<file path="src/rtl/bsz_pkg.sv">
package bsz_pkg;

    localparam int BLK_LG    = 7;
    localparam int BLK_BYTES = 1 << BLK_LG;
    localparam int CODE_W    = 3;
    localparam int SZ_W      = BLK_LG + 1;
    localparam int WORD_LG   = 2;

    typedef enum logic {
        POL_ALIGN = 1'b0,
        POL_FIXED = 1'b1
    } policy_e;

    typedef struct packed {
        policy_e             policy;
        logic                dual;
        logic [CODE_W-1:0]   code;
    } cfg_t;

    localparam cfg_t CFG_RESET = '{policy: POL_ALIGN, dual: 1'b0, code: '0};

    // number of trailing zero bits inside one block offset, all-zero gives BLK_LG
    function automatic logic [CODE_W-1:0] low_zeros(input logic [BLK_LG-1:0] v);
        logic [CODE_W-1:0] r;
        r = CODE_W'(BLK_LG);
        for (int i = BLK_LG - 1; i >= 0; i--) begin
            if (v[i]) r = CODE_W'(i);
        end
        return r;
    endfunction

    // index of the highest set bit of a block-sized value
    function automatic logic [CODE_W-1:0] top_bit(input logic [BLK_LG-1:0] v);
        logic [CODE_W-1:0] r;
        r = '0;
        for (int i = 0; i < BLK_LG; i++) begin
            if (v[i]) r = CODE_W'(i);
        end
        return r;
    endfunction

    function automatic logic [CODE_W-1:0] code_min(input logic [CODE_W-1:0] a,
                                                   input logic [CODE_W-1:0] b);
        return (a < b) ? a : b;
    endfunction

    function automatic logic [SZ_W-1:0] size_min(input logic [SZ_W-1:0] a,
                                                 input logic [SZ_W-1:0] b);
        return (a < b) ? a : b;
    endfunction

endpackage

</file>
<file path="src/rtl/bsz_align_path.sv">
module bsz_align_path
    import bsz_pkg::*;
#(
    parameter int CNT_W = 24
) (
    input  logic [BLK_LG-1:0] src_lo,
    input  logic [BLK_LG-1:0] dst_lo,
    input  logic [CNT_W-1:0]  count,
    input  logic [CODE_W-1:0] code,
    input  logic              dual,
    input  logic              dual_ok,
    output logic [SZ_W-1:0]   size
);
    localparam logic [CODE_W-1:0] WORD_CODE = CODE_W'(WORD_LG);

    logic [CODE_W-1:0] cnt_code;
    logic [CODE_W-1:0] c_src;
    logic [CODE_W-1:0] c_dst;
    logic [CODE_W-1:0] c_fin;

    always_comb begin
        if (|count[CNT_W-1:BLK_LG]) cnt_code = CODE_W'(BLK_LG);
        else                         cnt_code = top_bit(count[BLK_LG-1:0]);
    end

    always_comb begin
        c_src = code_min(code, low_zeros(src_lo));
        c_dst = dual ? code_min(c_src, low_zeros(dst_lo)) : c_src;
        c_fin = code_min(c_dst, cnt_code);
        if (dual && !dual_ok) c_fin = code_min(c_fin, WORD_CODE);
    end

    assign size = SZ_W'(1) << c_fin;

endmodule

</file>
<file path="src/rtl/bsz_fixed_path.sv">
module bsz_fixed_path
    import bsz_pkg::*;
#(
    parameter int CNT_W = 24
) (
    input  logic [BLK_LG-1:0] src_lo,
    input  logic [BLK_LG-1:0] dst_lo,
    input  logic [CNT_W-1:0]  count,
    input  logic [CODE_W-1:0] code,
    input  logic              dual,
    input  logic [SZ_W-1:0]   carry,
    output logic [SZ_W-1:0]   size,
    output logic [SZ_W-1:0]   next_carry
);
    logic [SZ_W-1:0] base;
    logic [SZ_W-1:0] room_src;
    logic [SZ_W-1:0] room_dst;
    logic [SZ_W-1:0] lim;

    always_comb begin
        base     = (carry != '0) ? carry : (SZ_W'(1) << code);
        room_src = SZ_W'(BLK_BYTES) - {1'b0, src_lo};
        room_dst = SZ_W'(BLK_BYTES) - {1'b0, dst_lo};
        lim      = size_min(base, room_src);
        if (dual) lim = size_min(lim, room_dst);
        if (count < CNT_W'(lim)) size = count[SZ_W-1:0];
        else                     size = lim;
        next_carry = (base > size) ? (base - size) : '0;
    end

endmodule

</file>
<file path="src/rtl/bsz_track.sv">
module bsz_track
    import bsz_pkg::*;
#(
    parameter int ADDR_W = 32,
    parameter int CNT_W  = 24
) (
    input  logic              clk,
    input  logic              rst,
    input  logic              start,
    input  logic [ADDR_W-1:0] src_in,
    input  logic [ADDR_W-1:0] dst_in,
    input  logic [CNT_W-1:0]  count_in,
    input  logic              dual,
    input  logic              op_ack,
    input  logic [SZ_W-1:0]   size,
    input  logic [SZ_W-1:0]   next_carry,
    output logic [ADDR_W-1:0] src_q,
    output logic [ADDR_W-1:0] dst_q,
    output logic [CNT_W-1:0]  cnt_q,
    output logic [SZ_W-1:0]   carry_q,
    output logic              dual_ok_q,
    output logic              busy_q,
    output logic              done_q
);
    logic last_op;
    logic start_ok;

    assign last_op  = (cnt_q == CNT_W'(size));
    assign start_ok = (src_in[WORD_LG-1:0] == '0) && (dst_in[WORD_LG-1:0] == '0)
                    && (count_in[WORD_LG-1:0] == '0);

    always_ff @(posedge clk) begin
        if (rst) begin
            src_q     <= '0;
            dst_q     <= '0;
            cnt_q     <= '0;
            carry_q   <= '0;
            dual_ok_q <= 1'b0;
            busy_q    <= 1'b0;
            done_q    <= 1'b0;
        end else if (start) begin
            src_q     <= src_in;
            dst_q     <= dst_in;
            cnt_q     <= count_in;
            carry_q   <= '0;
            dual_ok_q <= start_ok;
            busy_q    <= (count_in != '0);
            done_q    <= (count_in == '0);
        end else if (busy_q && op_ack) begin
            src_q <= src_q + ADDR_W'(size);
            if (dual) dst_q <= dst_q + ADDR_W'(size);
            cnt_q <= cnt_q - CNT_W'(size);
            if (last_op) begin
                busy_q  <= 1'b0;
                done_q  <= 1'b1;
                carry_q <= '0;
            end else begin
                carry_q <= next_carry;
            end
        end
    end

endmodule

</file>
<file path="src/rtl/burst_size_calc.sv">
module burst_size_calc
    import bsz_pkg::*;
#(
    parameter int ADDR_W = 32,
    parameter int CNT_W  = 24
) (
    input  logic              clk,
    input  logic              rst,
    input  logic              cfg_wr,
    input  logic              cfg_fixed,
    input  logic              cfg_dual,
    input  logic [2:0]        cfg_code,
    input  logic              start,
    input  logic [ADDR_W-1:0] src_in,
    input  logic [ADDR_W-1:0] dst_in,
    input  logic [CNT_W-1:0]  count_in,
    input  logic              op_ack,
    output logic              busy,
    output logic              done,
    output logic [7:0]        op_size,
    output logic [ADDR_W-1:0] op_src,
    output logic [ADDR_W-1:0] op_dst,
    output logic [CNT_W-1:0]  remaining
);
    cfg_t            cfg_q;
    logic [SZ_W-1:0] size_al;
    logic [SZ_W-1:0] size_fx;
    logic [SZ_W-1:0] carry_fx;
    logic [SZ_W-1:0] size_sel;
    logic [SZ_W-1:0] carry_sel;
    logic [SZ_W-1:0] carry_q;
    logic            dual_ok_q;
    logic            busy_q;
    logic            done_q;
    logic            fixed_sel;
    logic [ADDR_W-1:0] src_q;
    logic [ADDR_W-1:0] dst_q;
    logic [CNT_W-1:0]  cnt_q;

    always_ff @(posedge clk) begin
        if (rst)         cfg_q <= CFG_RESET;
        else if (cfg_wr) cfg_q <= '{policy: policy_e'(cfg_fixed), dual: cfg_dual, code: cfg_code};
    end

    assign fixed_sel = (cfg_q.policy == POL_FIXED);

    bsz_align_path #(.CNT_W(CNT_W)) u_align (
        .src_lo  (src_q[BLK_LG-1:0]),
        .dst_lo  (dst_q[BLK_LG-1:0]),
        .count   (cnt_q),
        .code    (cfg_q.code),
        .dual    (cfg_q.dual),
        .dual_ok (dual_ok_q),
        .size    (size_al)
    );

    bsz_fixed_path #(.CNT_W(CNT_W)) u_fixed (
        .src_lo     (src_q[BLK_LG-1:0]),
        .dst_lo     (dst_q[BLK_LG-1:0]),
        .count      (cnt_q),
        .code       (cfg_q.code),
        .dual       (cfg_q.dual),
        .carry      (carry_q),
        .size       (size_fx),
        .next_carry (carry_fx)
    );

    assign size_sel  = fixed_sel ? size_fx  : size_al;
    assign carry_sel = fixed_sel ? carry_fx : '0;

    bsz_track #(.ADDR_W(ADDR_W), .CNT_W(CNT_W)) u_track (
        .clk        (clk),
        .rst        (rst),
        .start      (start),
        .src_in     (src_in),
        .dst_in     (dst_in),
        .count_in   (count_in),
        .dual       (cfg_q.dual),
        .op_ack     (op_ack),
        .size       (size_sel),
        .next_carry (carry_sel),
        .src_q      (src_q),
        .dst_q      (dst_q),
        .cnt_q      (cnt_q),
        .carry_q    (carry_q),
        .dual_ok_q  (dual_ok_q),
        .busy_q     (busy_q),
        .done_q     (done_q)
    );

    assign busy      = busy_q;
    assign done      = done_q;
    assign op_size   = busy_q ? size_sel : '0;
    assign op_src    = src_q;
    assign op_dst    = dst_q;
    assign remaining = cnt_q;

endmodule

</file>
<file path="config.mk">
export PLATFORM = sky130hd
export DESIGN_NAME = burst_size_calc
export DESIGN_NICKNAME = d
export VERILOG_FILES = /design/src/rtl/bsz_pkg.sv /design/src/rtl/bsz_align_path.sv /design/src/rtl/bsz_fixed_path.sv /design/src/rtl/bsz_track.sv /design/src/rtl/burst_size_calc.sv
export SDC_FILE = /design/constraint.sdc
export NUM_CORES = 1
export LEC_CHECK = 0
export ABC_AREA = 1
export BUFFER_PORTS_ARGS = -buffer_cell sky130_fd_sc_hd__buf_2
export CELL_PAD_IN_SITES_DETAIL_PLACEMENT = 0
export CELL_PAD_IN_SITES_GLOBAL_PLACEMENT = 1
export CORE_MARGIN = 3
export CORE_UTILIZATION = 25
export DETAILED_ROUTE_END_ITERATION = 8
export GPL_TIMING_DRIVEN = 0
export PLACE_DENSITY = 0.58
export SLEW_MARGIN = 20
export SYNTH_ARGS = -nofsm -noshare
export SYNTH_HDL_FRONTEND = slang
export SYNTH_HIERARCHICAL = 1
export SYNTH_SLANG_ARGS = --single-unit
export TNS_END_PERCENT = 1
</file>
<file path="constraint.sdc">
create_clock -name clk -period 9.8 [get_ports clk]
set_clock_uncertainty 0.15 [all_clocks]
set_input_delay 1.96 -clock clk [delete_from_list [all_inputs] [get_ports clk]]
set_output_delay 1.96 -clock clk [all_outputs]
set_load 0.05 [all_outputs]
</file>
==> results.md <==
- Maximum net fanout on the critical path: 10
- Number of filler cells placed in the layout: 4817
- Critical path type: flop to output pin
- Maximum clock rate: 109 MHz
- Critical path arrival: 7.04 ns
- Pwr Density: 140 nW/µm²
- Post-synthesis share of cell area spent on xor and xnor gates: 0.0251
- Synth Net Count: 1962
- Vias after detailed routing: 12.1k
- Count of final max-slew check failures: 0
- Global-route congestion overflow total: 0
- Global-route wire length before repair: 68400 µm
- Min-delay worst type: flop to flop
- Seq cells post-synth: 104
- Detailed-routing iteration count for the pre-antenna-repair pass: 5
- Area post-placement: 12100 µm²
- Area fraction in compound gates after synthesis: 0.126
- Final nets: 2168
- Synth Cell Area: 10500 µm²
- Vias per cell: 4.76
- Setup repair after global routing missed its margin: false
- Count of antenna diodes in the layout: 0
- Clock insertion delay at the later pin of the skew report: 0.39 ns
- Clock transition at path regs: 0.08 ns
- Routed wirelength normalized by instance count: 17.9 µm
- Crit path setup slack, layout: 0.654 ns
- Number of placement rows: 74
- Worst Hold Margin: 0.358 ns
- Post-Syn Area per Cell: 5.82 µm²
- Final Core Density: 0.303
- Number of instances in the synthesized netlist: 1801
- Dominant combinational cell family by area after synthesis: simple AND/OR/NAND/NOR gates
- Sequential cell area fraction in the yosys report: 0.199
- Number of flops mapped to enable cells by yosys: 0
- Post-synthesis cell type count: 56
- Most Frequent Cell on Critical Path: sky130_fd_sc_hd__nand2_1
- Final hold violations: 0
- Vias in the first global route: 11.5k
- Fin area: 12500 µm²
- Final clock period utilization by the worst path: 0.933
- Half-perimeter wire length after placement: 37100 µm
- Number of warnings issued by yosys: 6
- Proportion of netlist area held by the largest area contributor: 0.199
- Crit end category: output pin
- Normalized max-slew margin: 0.336
- Post-synth top area cell: sky130_fd_sc_hd__dfxtp_1
- DP Worst Slack: 0.395 ns
- Cell types occupying the most area after synthesis: sky130_fd_sc_hd__dfxtp_1 (20%), sky130_fd_sc_hd__nand2_1 (19%), sky130_fd_sc_hd__inv_1 (9.2%), sky130_fd_sc_hd__nand3_1 (7.5%), sky130_fd_sc_hd__ha_1 (7.2%)
- Maximum number of pins on one net before global-route repair: 18
- LEAKAGE: 6.41 nW
- Initial antenna violation count: 0
- Starting density of the core: 0.255
- Final Routed Wirelength: 45500 µm
- Simple-gate share of the synthesized area: 0.449
- Post-Synth Adder-Cell Area: 0.0773
- Initial DRC Count: 861
- Die X-Extent: 211 µm
- Worst IR drop on VDD: 0.0000770 V
- Height of the die: 211 µm
- Port Buffers: 195
- Slowest stage delay, CP: 0.56 ns
- Critical path data required time: 7.69 ns
- Slowest-stage cell, CP: sky130_fd_sc_hd__dfxtp_1
- Post-DRT Antenna Nets: 0
- Total track usage: 0.202
- I/O pin total: 196
- Die area: 44400 µm²
- Post-synthesis mux area share: 0
- Fraction of layout cells with a size suffix above 1: 0.181
- Max-cap violations: 0
- Placeable core area: 41100 µm²
- Area growth from synthesis to final layout: 18.9%
- Startpoint type of the worst setup path: flop
- Buffer type at the clock tree root: sky130_fd_sc_hd__clkbuf_16
- Count of H-tree levels built during CTS: 3
- Asr flop ratio synth: 0
- Count of endpoints failing setup in the final report: 0
- Number of buffers added by the clock tree synthesis step: 9
- Clock sink total: 104
- DRC: 0
- TritonCTS clock tree: built
- Predominant post-synthesis flop cell: sky130_fd_sc_hd__dfxtp_1
- Pin slew with the least headroom to its limit: 0.996 ns
- Maximum number of buffers from clock root to sink: 2
- RePlAce Congestion: 0.881
- Run status: finished clean
- Clock period minus final worst setup slack: 9.15 ns
[placed cells by master (no fill, tap or decap), drive strengths merged, types with 4 or more instances in the layout]
cell	Yosys	routed
a21oi	99	99
a31oi	33	33
a41o	4	4
and2	4	4
buf	22	217
clkbuf	20	31
clkinv	5	8
dfxtp	104	104
ha	60	60
inv	285	285
nand2	581	581
nand3	171	171
nand3b	6	6
nand4	20	20
nor2	179	179
nor3	45	45
nor4	13	13
o21ai	84	84
o21bai	7	7
or2	8	8
xnor2	4	4
xor2	26	26
[critical path, delay by kind of cell (launching register included)]
| kind | cells | cell delay [ns] |
|---|---|---|
| adders and majority gates | 3 | 0.96 |
| DFF | 1 | 0.56 |
| buffers and inverters | 9 | 1.43 |
| AOI/OAI and AO/OA | 7 | 2.55 |
| and+or+nand+nor | 14 | 1.17 |
[power by group]
part | internal [mW] | switching [mW]
Clock | 0.208 | 0.205
Combinational | 0.262 | 0.571
Sequential | 0.449 | 0.0562
Total | 0.920 | 0.832
[synthesized netlist by cell type (2+ instances only)]
| library cell | n |
|---|---|
| sky130_fd_sc_hd__o21ai_1 | 32 |
| sky130_fd_sc_hd__nand3b_1 | 5 |
| sky130_fd_sc_hd__nand2_2 | 28 |
| sky130_fd_sc_hd__dfxtp_1 | 104 |
| sky130_fd_sc_hd__a211oi_1 | 2 |
| sky130_fd_sc_hd__nor2_1 | 163 |
| sky130_fd_sc_hd__fa_1 | 3 |
| sky130_fd_sc_hd__nor3_2 | 15 |
| sky130_fd_sc_hd__ha_1 | 60 |
| sky130_fd_sc_hd__a21oi_1 | 96 |
| sky130_fd_sc_hd__clkbuf_1 | 20 |
| sky130_fd_sc_hd__clkinv_1 | 4 |
| sky130_fd_sc_hd__o21ai_0 | 52 |
| sky130_fd_sc_hd__xor2_1 | 26 |
| sky130_fd_sc_hd__nand2_4 | 10 |
| sky130_fd_sc_hd__nor3_1 | 28 |
| sky130_fd_sc_hd__nor2_4 | 4 |
| sky130_fd_sc_hd__buf_2 | 18 |
| sky130_fd_sc_hd__a41o_1 | 4 |
| sky130_fd_sc_hd__nand3_2 | 13 |
| sky130_fd_sc_hd__inv_1 | 257 |
| sky130_fd_sc_hd__nor3_4 | 2 |
| sky130_fd_sc_hd__nor2_2 | 12 |
| sky130_fd_sc_hd__or2_2 | 7 |
| sky130_fd_sc_hd__a21oi_2 | 3 |
| sky130_fd_sc_hd__nand2_1 | 543 |
| sky130_fd_sc_hd__nand3_1 | 157 |
| sky130_fd_sc_hd__o22ai_1 | 2 |
| sky130_fd_sc_hd__and3_1 | 2 |
| sky130_fd_sc_hd__and2_1 | 4 |
| sky130_fd_sc_hd__a31oi_1 | 33 |
| sky130_fd_sc_hd__nor4_1 | 12 |
| sky130_fd_sc_hd__o21bai_1 | 7 |
| sky130_fd_sc_hd__inv_2 | 28 |
| sky130_fd_sc_hd__nand4_1 | 20 |
| sky130_fd_sc_hd__a22o_1 | 2 |
| sky130_fd_sc_hd__xnor2_1 | 4 |
[through the flow]
stage	TNS, ns	total power [mW]	std cells
3_5_place_dp	0	1.35	2528
4_1_cts	-0.00170	1.77	2544
5_1_grt	0	1.90	2544
3_3_place_gp	0	1.34	2528
6_report	0	1.75	2544
2_1_floorplan	0	1.11	1801
[per-layer routing]
metal	vias to the layer above	track usage	part of all wire	wire [µm]
met3	34	0.0318	0.042	1930
met1	5606	0.271	0.47	21200
met2	278	0.346	0.47	21600
met4	0	0.0406	0.016	724
met5	-	0	0	0
li1	6191	-	-	-
[cell families after synthesis]
logic type,count (synthesis)
simple gates,1033
flops,104
buf+inv,332
xor+xnor,30
fa+ha+maj,63
compound gates,239
[sequential cells by signal, indices dropped and copies added (netlist names)]
name	flops
u_track/dst_q	32
u_track/src_q	32
u_track/cnt_q	24
u_track/carry_q	8
cfg_q	4
fixed_sel	1
u_track/busy_q	1
u_track/done_q	1
u_track/dual_ok_q	1
[repair_timing]
action,CTS,global route
setup buffers,0,0
gates resized for setup,3,10
setup endpoints to repair,2,14
hold buffers,0,0
[final timing paths]
kind                     start           endpoint  slack [ns]  cells past startpoint
min          u_track/dst_q[31]  u_track/dst_q[31]        0.36                      2
max                   cfg_q[2]         op_size[0]        0.65                     33
min reg2reg  u_track/dst_q[31]  u_track/dst_q[31]        0.36                      2
max reg2reg           cfg_q[2]  u_track/dst_q[22]        1.43                     47
[cell type report]
class / count / area [µm²] / share of cell area
sequential: 104 / 2080 / 0.167
inverter: 290 / 1090 / 0.0874
buffer: 42 / 203 / 0.0163
clock buffer: 11 / 243 / 0.0195
tap: 532 / 666 / 0.0534
clock inverter: 5 / 67.6 / 0.00542
multi-input combinational: 1365 / 7140 / 0.572
timing repair buffer: 195 / 976 / 0.0783
(Power assumes the default switching activity.)
